### src/rtl/irq_pkg.sv
package irq_pkg;
  localparam int N_SRC  = 10;
  localparam int N_GRP  = 6;
  localparam int DATA_W = 16;
  localparam int PRE_W  = 4;
  localparam int PRE_MAX = 14;
  localparam int CNT_W  = PRE_MAX + 1;

  // Source-to-group map: four GPIO banks alone, LEDs together, serial together.
  function automatic int src_group(input int idx);
    if (idx < 4) return idx;
    else if (idx < 7) return 4;
    else return 5;
  endfunction

  typedef enum logic [1:0] {
    RA_MASK = 2'd0,
    RA_PEND = 2'd1,
    RA_PRE  = 2'd2,
    RA_TSET = 2'd3
  } reg_sel_e;
endpackage

### src/rtl/irq_status_bank.sv
module irq_status_bank #(
  parameter int N = 10
) (
  input  logic         clk,
  input  logic         rst_n,
  input  logic [N-1:0] src,
  input  logic         clr_we,
  input  logic [N-1:0] clr_bits,
  output logic [N-1:0] pend
);
  for (genvar i = 0; i < N; i++) begin : g_bit
    always_ff @(posedge clk) begin
      if (!rst_n)                  pend[i] <= 1'b0;
      else if (src[i])             pend[i] <= 1'b1;
      else if (clr_we && clr_bits[i]) pend[i] <= 1'b0;
    end
  end
endmodule

### src/rtl/irq_group_gate.sv
module irq_group_gate
  import irq_pkg::*;
#(
  parameter int N = N_SRC,
  parameter int G = N_GRP
) (
  input  logic [N-1:0] pend,
  input  logic [G-1:0] grp_en,
  input  logic         glb_en,
  output logic         any_req
);
  logic [G-1:0] grp_pend;

  always_comb begin
    grp_pend = '0;
    for (int i = 0; i < N; i++) begin
      if (pend[i]) grp_pend[src_group(i)] = 1'b1;
    end
  end

  assign any_req = glb_en & |(grp_pend & grp_en);
endmodule

### src/rtl/irq_out_stage.sv
module irq_out_stage (
  input  logic clk,
  input  logic rst_n,
  input  logic any_req,
  input  logic edge_mode,
  output logic cpu_irq
);
  logic req_q, req_d;

  always_ff @(posedge clk) begin
    if (!rst_n) begin
      req_q <= 1'b0;
      req_d <= 1'b0;
    end else begin
      req_q <= any_req;
      req_d <= req_q;
    end
  end

  assign cpu_irq = edge_mode ? (req_q & ~req_d) : req_q;
endmodule

### src/rtl/irq_timebase.sv
module irq_timebase
  import irq_pkg::*;
#(
  parameter int PW   = PRE_W,
  parameter int PMAX = PRE_MAX,
  parameter int TW   = DATA_W
) (
  input  logic          clk,
  input  logic          rst_n,
  input  logic          cfg_we,
  input  logic [PW:0]   cfg_wdata,
  input  logic          set_we,
  input  logic [TW-1:0] set_wdata,
  output logic [PW-1:0] pre_q,
  output logic          en_q,
  output logic [TW-1:0] tcount,
  output logic          tick,
  output logic          done
);
  localparam int CW = PMAX + 1;

  logic [CW-1:0] pre_cnt;
  logic [CW-1:0] lim;
  logic [PW-1:0] pre_in;

  assign pre_in = (int'(cfg_wdata[PW-1:0]) > PMAX) ? PW'(PMAX) : cfg_wdata[PW-1:0];
  assign lim    = CW'((CW+1)'(1) << (int'(pre_q) + 1)) - CW'(1);
  assign tick   = en_q && (pre_cnt == lim);

  always_ff @(posedge clk) begin
    if (!rst_n) begin
      pre_q   <= '0;
      en_q    <= 1'b0;
      pre_cnt <= '0;
    end else if (cfg_we) begin
      pre_q   <= pre_in;
      en_q    <= cfg_wdata[PW];
      pre_cnt <= '0;
    end else if (!en_q || tick) begin
      pre_cnt <= '0;
    end else begin
      pre_cnt <= pre_cnt + CW'(1);
    end
  end

  always_ff @(posedge clk) begin
    if (!rst_n) begin
      tcount <= '0;
      done   <= 1'b0;
    end else begin
      done <= 1'b0;
      if (set_we) begin
        tcount <= set_wdata;
      end else if (tick && tcount != '0) begin
        tcount <= tcount - TW'(1);
        done   <= (tcount == TW'(1));
      end
    end
  end
endmodule

### src/rtl/irq_aggregator.sv
module irq_aggregator
  import irq_pkg::*;
#(
  parameter int ADDR_W = 4
) (
  input  logic              clk,
  input  logic              rst_n,
  input  logic              reg_wr,
  input  logic [ADDR_W-1:0] reg_addr,
  input  logic [DATA_W-1:0] reg_wdata,
  output logic [DATA_W-1:0] reg_rdata,
  input  logic [N_SRC-1:0]  src_irq,
  output logic              cpu_irq,
  output logic              tmr_tick,
  output logic              tmr_done
);
  localparam int MASK_W = N_GRP + 2;

  reg_sel_e            sel;
  logic [MASK_W-1:0]   mask_q;
  logic [N_SRC-1:0]    pend;
  logic                any_req;
  logic [PRE_W-1:0]    pre_q;
  logic                en_q;
  logic [DATA_W-1:0]   tcount;
  logic                unused_bits;

  assign sel = reg_sel_e'(reg_addr[3:2]);
  assign unused_bits = ^{reg_addr[1:0], reg_wdata[DATA_W-1:MASK_W]};

  always_ff @(posedge clk) begin
    if (!rst_n)                        mask_q <= '0;
    else if (reg_wr && sel == RA_MASK) mask_q <= reg_wdata[MASK_W-1:0];
  end

  irq_status_bank #(.N(N_SRC)) u_pend (
    .clk(clk), .rst_n(rst_n), .src(src_irq),
    .clr_we(reg_wr && sel == RA_PEND),
    .clr_bits(reg_wdata[N_SRC-1:0]),
    .pend(pend)
  );

  irq_group_gate #(.N(N_SRC), .G(N_GRP)) u_gate (
    .pend(pend), .grp_en(mask_q[MASK_W-1:2]), .glb_en(mask_q[0]),
    .any_req(any_req)
  );

  irq_out_stage u_out (
    .clk(clk), .rst_n(rst_n), .any_req(any_req),
    .edge_mode(mask_q[1]), .cpu_irq(cpu_irq)
  );

  irq_timebase u_tmr (
    .clk(clk), .rst_n(rst_n),
    .cfg_we(reg_wr && sel == RA_PRE), .cfg_wdata(reg_wdata[PRE_W:0]),
    .set_we(reg_wr && sel == RA_TSET), .set_wdata(reg_wdata),
    .pre_q(pre_q), .en_q(en_q), .tcount(tcount),
    .tick(tmr_tick), .done(tmr_done)
  );

  always_comb begin
    unique case (sel)
      RA_MASK: reg_rdata = DATA_W'(mask_q);
      RA_PEND: reg_rdata = DATA_W'(pend);
      RA_PRE:  reg_rdata = DATA_W'({en_q, pre_q});
      default: reg_rdata = tcount;
    endcase
  end
endmodule

### config.mk
export PLATFORM = sky130hd
export DESIGN_NAME = irq_aggregator
export DESIGN_NICKNAME = d
export VERILOG_FILES = /design/src/rtl/irq_pkg.sv /design/src/rtl/irq_status_bank.sv /design/src/rtl/irq_group_gate.sv /design/src/rtl/irq_out_stage.sv /design/src/rtl/irq_timebase.sv /design/src/rtl/irq_aggregator.sv
export SDC_FILE = /design/constraint.sdc
export NUM_CORES = 1
export LEC_CHECK = 0
export BUFFER_PORTS_ARGS = -buffer_cell sky130_fd_sc_hd__buf_2
export CORE_AREA = 2 2 143 75
export CTS_CLUSTER_DIAMETER = 100
export DETAILED_ROUTE_END_ITERATION = 12
export DIE_AREA = 0 0 145 77
export GPL_TIMING_DRIVEN = 0
export PLACE_DENSITY_LB_ADDON = 0.2
export RECOVER_POWER = 50
export SLEW_MARGIN = 20
export SYNTH_ARGS = -nofsm -noshare
export SYNTH_HDL_FRONTEND = slang
export SYNTH_SLANG_ARGS = --single-unit
### constraint.sdc
create_clock -name clk -period 3.95 [get_ports clk]
set_input_delay 0.1975 -clock clk [delete_from_list [all_inputs] [get_ports clk]]
set_output_delay 0.1975 -clock clk [all_outputs]
set_load 0.05 [all_outputs]
==> run metrics <==
reg2reg setup slack=around 0.30 ns; library cells used by synthesis=between 60 and 70; Post-Synth Simple-Gate Area=29.7%; gr usage total=20.3%; fmax=about 0.27 GHz; fraction of layout cells with a size suffix above 1=approximately 18%; Synth area leader=dfxtp_1; top cells by area, synth=dfxtp_1 33%, mux2i_1 5.0%, nor2b_1 4.9%; Tcrit/Tclk final=~93%; Final setup viols=0; clk_lat worst skew=between 0.3 and 0.4 ns; hold_sp=src_irq[0]; WP data required=approximately 3.8 ns; overall power=roughly 1.7 mW; Post-Syn Area per Cell=between 8 and 9 µm²; Tmin final=3.69 ns; largest family of logic cells by synthesized area=simple AND/OR/NAND/NOR gates; worst slew pin tran=approximately 0.76 ns; antenna violations before repair=0; CTS HTree Levels=3; final net count=between 500 and 600; ys async rst share=0%; Horiz. Die Dim=approximately 150 µm; Cell Area, Synth=between 3000 and 4000 µm²; DRT iter0 DRCs=323; static leakage=about 1.5 nW; Max-Cap Viols=0; FF-to-FF path depth=14; Comb power frac=between 10% and 20%; DRT Wirelength=11.2 mm; Hold EP=u_pend.pend[0]; syn nets=452; Psw=roughly 450 µW; Clock Tree Root=clkbuf_16; Sw Share=roughly a quarter; post-synthesis adder-cell area fraction=1.46%; largest net degree at the start of global routing=11; vias in the first global route=slightly above 3000; Antenna diodes=0; via density per instance=5.52; Synthesis Warnings=0; Clk network pwr share=approximately half; CTS clk-pin slew, worst paths=about 0.050 ns; Slew HR=49.2%; Reg-to-Reg End=u_tmr.tcount[12]; area of the core=approximately 9900 µm²; Hold Crit Class=in2reg; Worst Hold Path Cells=3; Clock Path Buffers=2; setup bufs post-CTS=0; ANT nets after route=0; count leader, synth=dfxtp_1; FF+latch count, synth=57; post-synthesis mux area share=under 10%; CP Launch Type=flop; critical register-to-register path startpoint=u_tmr.pre_q[3]; Top-Level Pins=52; Crit Path Category=reg2out; Initial Utilization=between 30% and 40%; setup_tns=0 ns; total vias in the final route=approximately 3400; sequential share of the synthesized area=approximately a third; unrepaired setup endpoints after global routing=false; Post-Synth XOR/XNOR Area=4.86%; maximum vdd drop=~210 µV; Yosys top cell area share=33.3%; Pwr Density=about 410 nW/µm²; Compound-Gate Fraction of Synth Area=17.0%; Post-synth EDFFs=0; die height=between 70 and 80 µm; Final Hold Fails=0; # clock sinks=57; Remaining DRCs=0; Mapped Cells=about 420; worst-path fanout max=10; Final Max Tran Viols=0; first-pass GRT wire length=around 18 mm; sequential share of power=~36%; CP Capture Type=output port; drt pass-1 iters=5; Int Pwr=~1.3 mW; GPL Wtd Cong=between 0.9 and 1; top post-synthesis cells by count=57 x dfxtp_1, 32 x nor2_1, 30 x nand2_1; num rows=26; Routed wire per std cell=approximately 18 µm; Worst Clk Skew=0.00506 ns; CTS tree=yes; post-DP HPWL=8.35 mm; status=finished clean; WP data arrival=about 3.5 ns; total gr overflow=0; TritonCTS buffer count=9; Die Area=between 10000 and 15000 µm²; top_reg_cell synth=dfxtp_1; layout overhead on the synthesized area=21.6%; number of I/O port buffers=48
[per-layer routing]
metal  routed length [µm]  GRT usage (%)  vias up  part of all wire [%]
li1                     -              -     1633                     -
met1                 6220           33.4     1621                    56
met2                 3850           24.3      149                    34
met3                 1010           5.65        9                   9.0
met4                  105           4.95        0                  0.94
met5                    0              0        -                     0
[worst max-delay path, stage by stage, from the launching register on]
cell and delay (ns):
dfxtp_1 0.34, clkbuf_2 0.25, buf_2 0.29, nor2_1 0.06, nand2_1 0.08, ha_1 0.27, buf_2 0.28, nand2_1 0.10
a311oi_1 0.43, o2111ai_1 0.23, nor2_1 0.13, nand4_1 0.21, nor2_1 0.20, buf_2 0.29
[state kept, by name, indices dropped and copies added (netlist names)]
signal and count:
u_tmr.pre_q 4, u_out.req_q 1, u_tmr.pre_cnt 15, mask_q 8, u_pend.pend 10, u_tmr.tcount 16
u_tmr.en_q 1, u_tmr.done 1, u_out.req_d 1
[kinds of logic after synthesis]
group | Yosys count
multiplexers | 23
buffers and inverters | 41
other | 1
AO/OA/AOI/OAI | 90
AND/OR/NAND/NOR | 180
adder cells (fa/ha/maj) | 4
flip-flops | 57
XOR/XNOR | 19
[cell usage in the layout (no fill, tap or decap), types with 4 or more instances in the layout]
| master | count |
|---|---|
| xor2_1 | 9 |
| xnor2_1 | 10 |
| or3_2 | 4 |
| buf_2 | 43 |
| ha_1 | 4 |
| a31oi_1 | 13 |
| nor3_1 | 7 |
| a21oi_1 | 15 |
| or3_1 | 5 |
| mux2i_1 | 17 |
| o21ai_0 | 27 |
| nand2_1 | 30 |
| o31ai_1 | 7 |
| nor2b_1 | 27 |
| dfxtp_1 | 57 |
| clkbuf_1 | 31 |
| nand3_1 | 17 |
| mux4_2 | 4 |
| or4_1 | 6 |
| nor3b_1 | 4 |
| nand4_1 | 4 |
| clkbuf_16 | 9 |
| inv_1 | 10 |
| nor2_1 | 31 |
| and3_1 | 12 |
| nor4_1 | 5 |
[power groups by stage]
stage / registers [mW] / clock network, mW / logic, mW
after floorplan: 0.622 / 0 / 0.162
after global placement: 0.631 / 0 / 0.226
after detailed placement: 0.631 / 0 / 0.228
after CTS: 0.619 / 0.874 / 0.229
after global routing: 0.622 / 0.908 / 0.252
final: 0.620 / 0.870 / 0.232
[worst max-delay path by stage]
stage	start	endpoint	depth (start not counted)
2_1_floorplan	u_tmr.pre_q[3]	u_tmr.tcount[5]	13
3_3_place_gp	u_tmr.pre_q[3]	u_tmr.pre_cnt[9]	13
3_5_place_dp	u_tmr.pre_q[3]	u_tmr.pre_cnt[9]	13
4_1_cts	u_tmr.pre_q[3]	tmr_tick	12
5_1_grt	u_tmr.pre_q[1]	u_tmr.tcount[12]	13
6_report	u_tmr.pre_q[3]	tmr_tick	13
[metrics by stage]
stage | instance area [µm²] | instances | hold WS [ns] | worst slack (ns) | utilization (%)
after global placement | 3840 | 603 | 0.424 | 0.230 | 38.7
final | 4170 | 618 | 0.0970 | 0.265 | 42.0
after floorplan | 3420 | 415 | 0.328 | 0.895 | -
after CTS | 4170 | 618 | 0.0922 | 0.133 | 42.0
after global routing | 4170 | 618 | 0.102 | 0.0153 | 42.0
after detailed placement | 3840 | 603 | 0.432 | 0.168 | 38.7
[final cells by class]
type                            instances  area (µm²)
Multi-Input combinational cell        317        2120
Clock inverter                          4        76.3
Clock buffer                           11         253
Tap cell                              140         175
Fill cell                            1026        5760
Inverter                               10        37.5
Buffer                                 31         134
Sequential cell                        57        1140
Timing Repair Buffer                   48         224
[what timing repair did]
action / in CTS / in global routing
endpoints found under the setup margin: 0 / 27
resized for setup: 0 / 10
hold buffers: 0 / 0
Power figures use the tool's default switching activity.
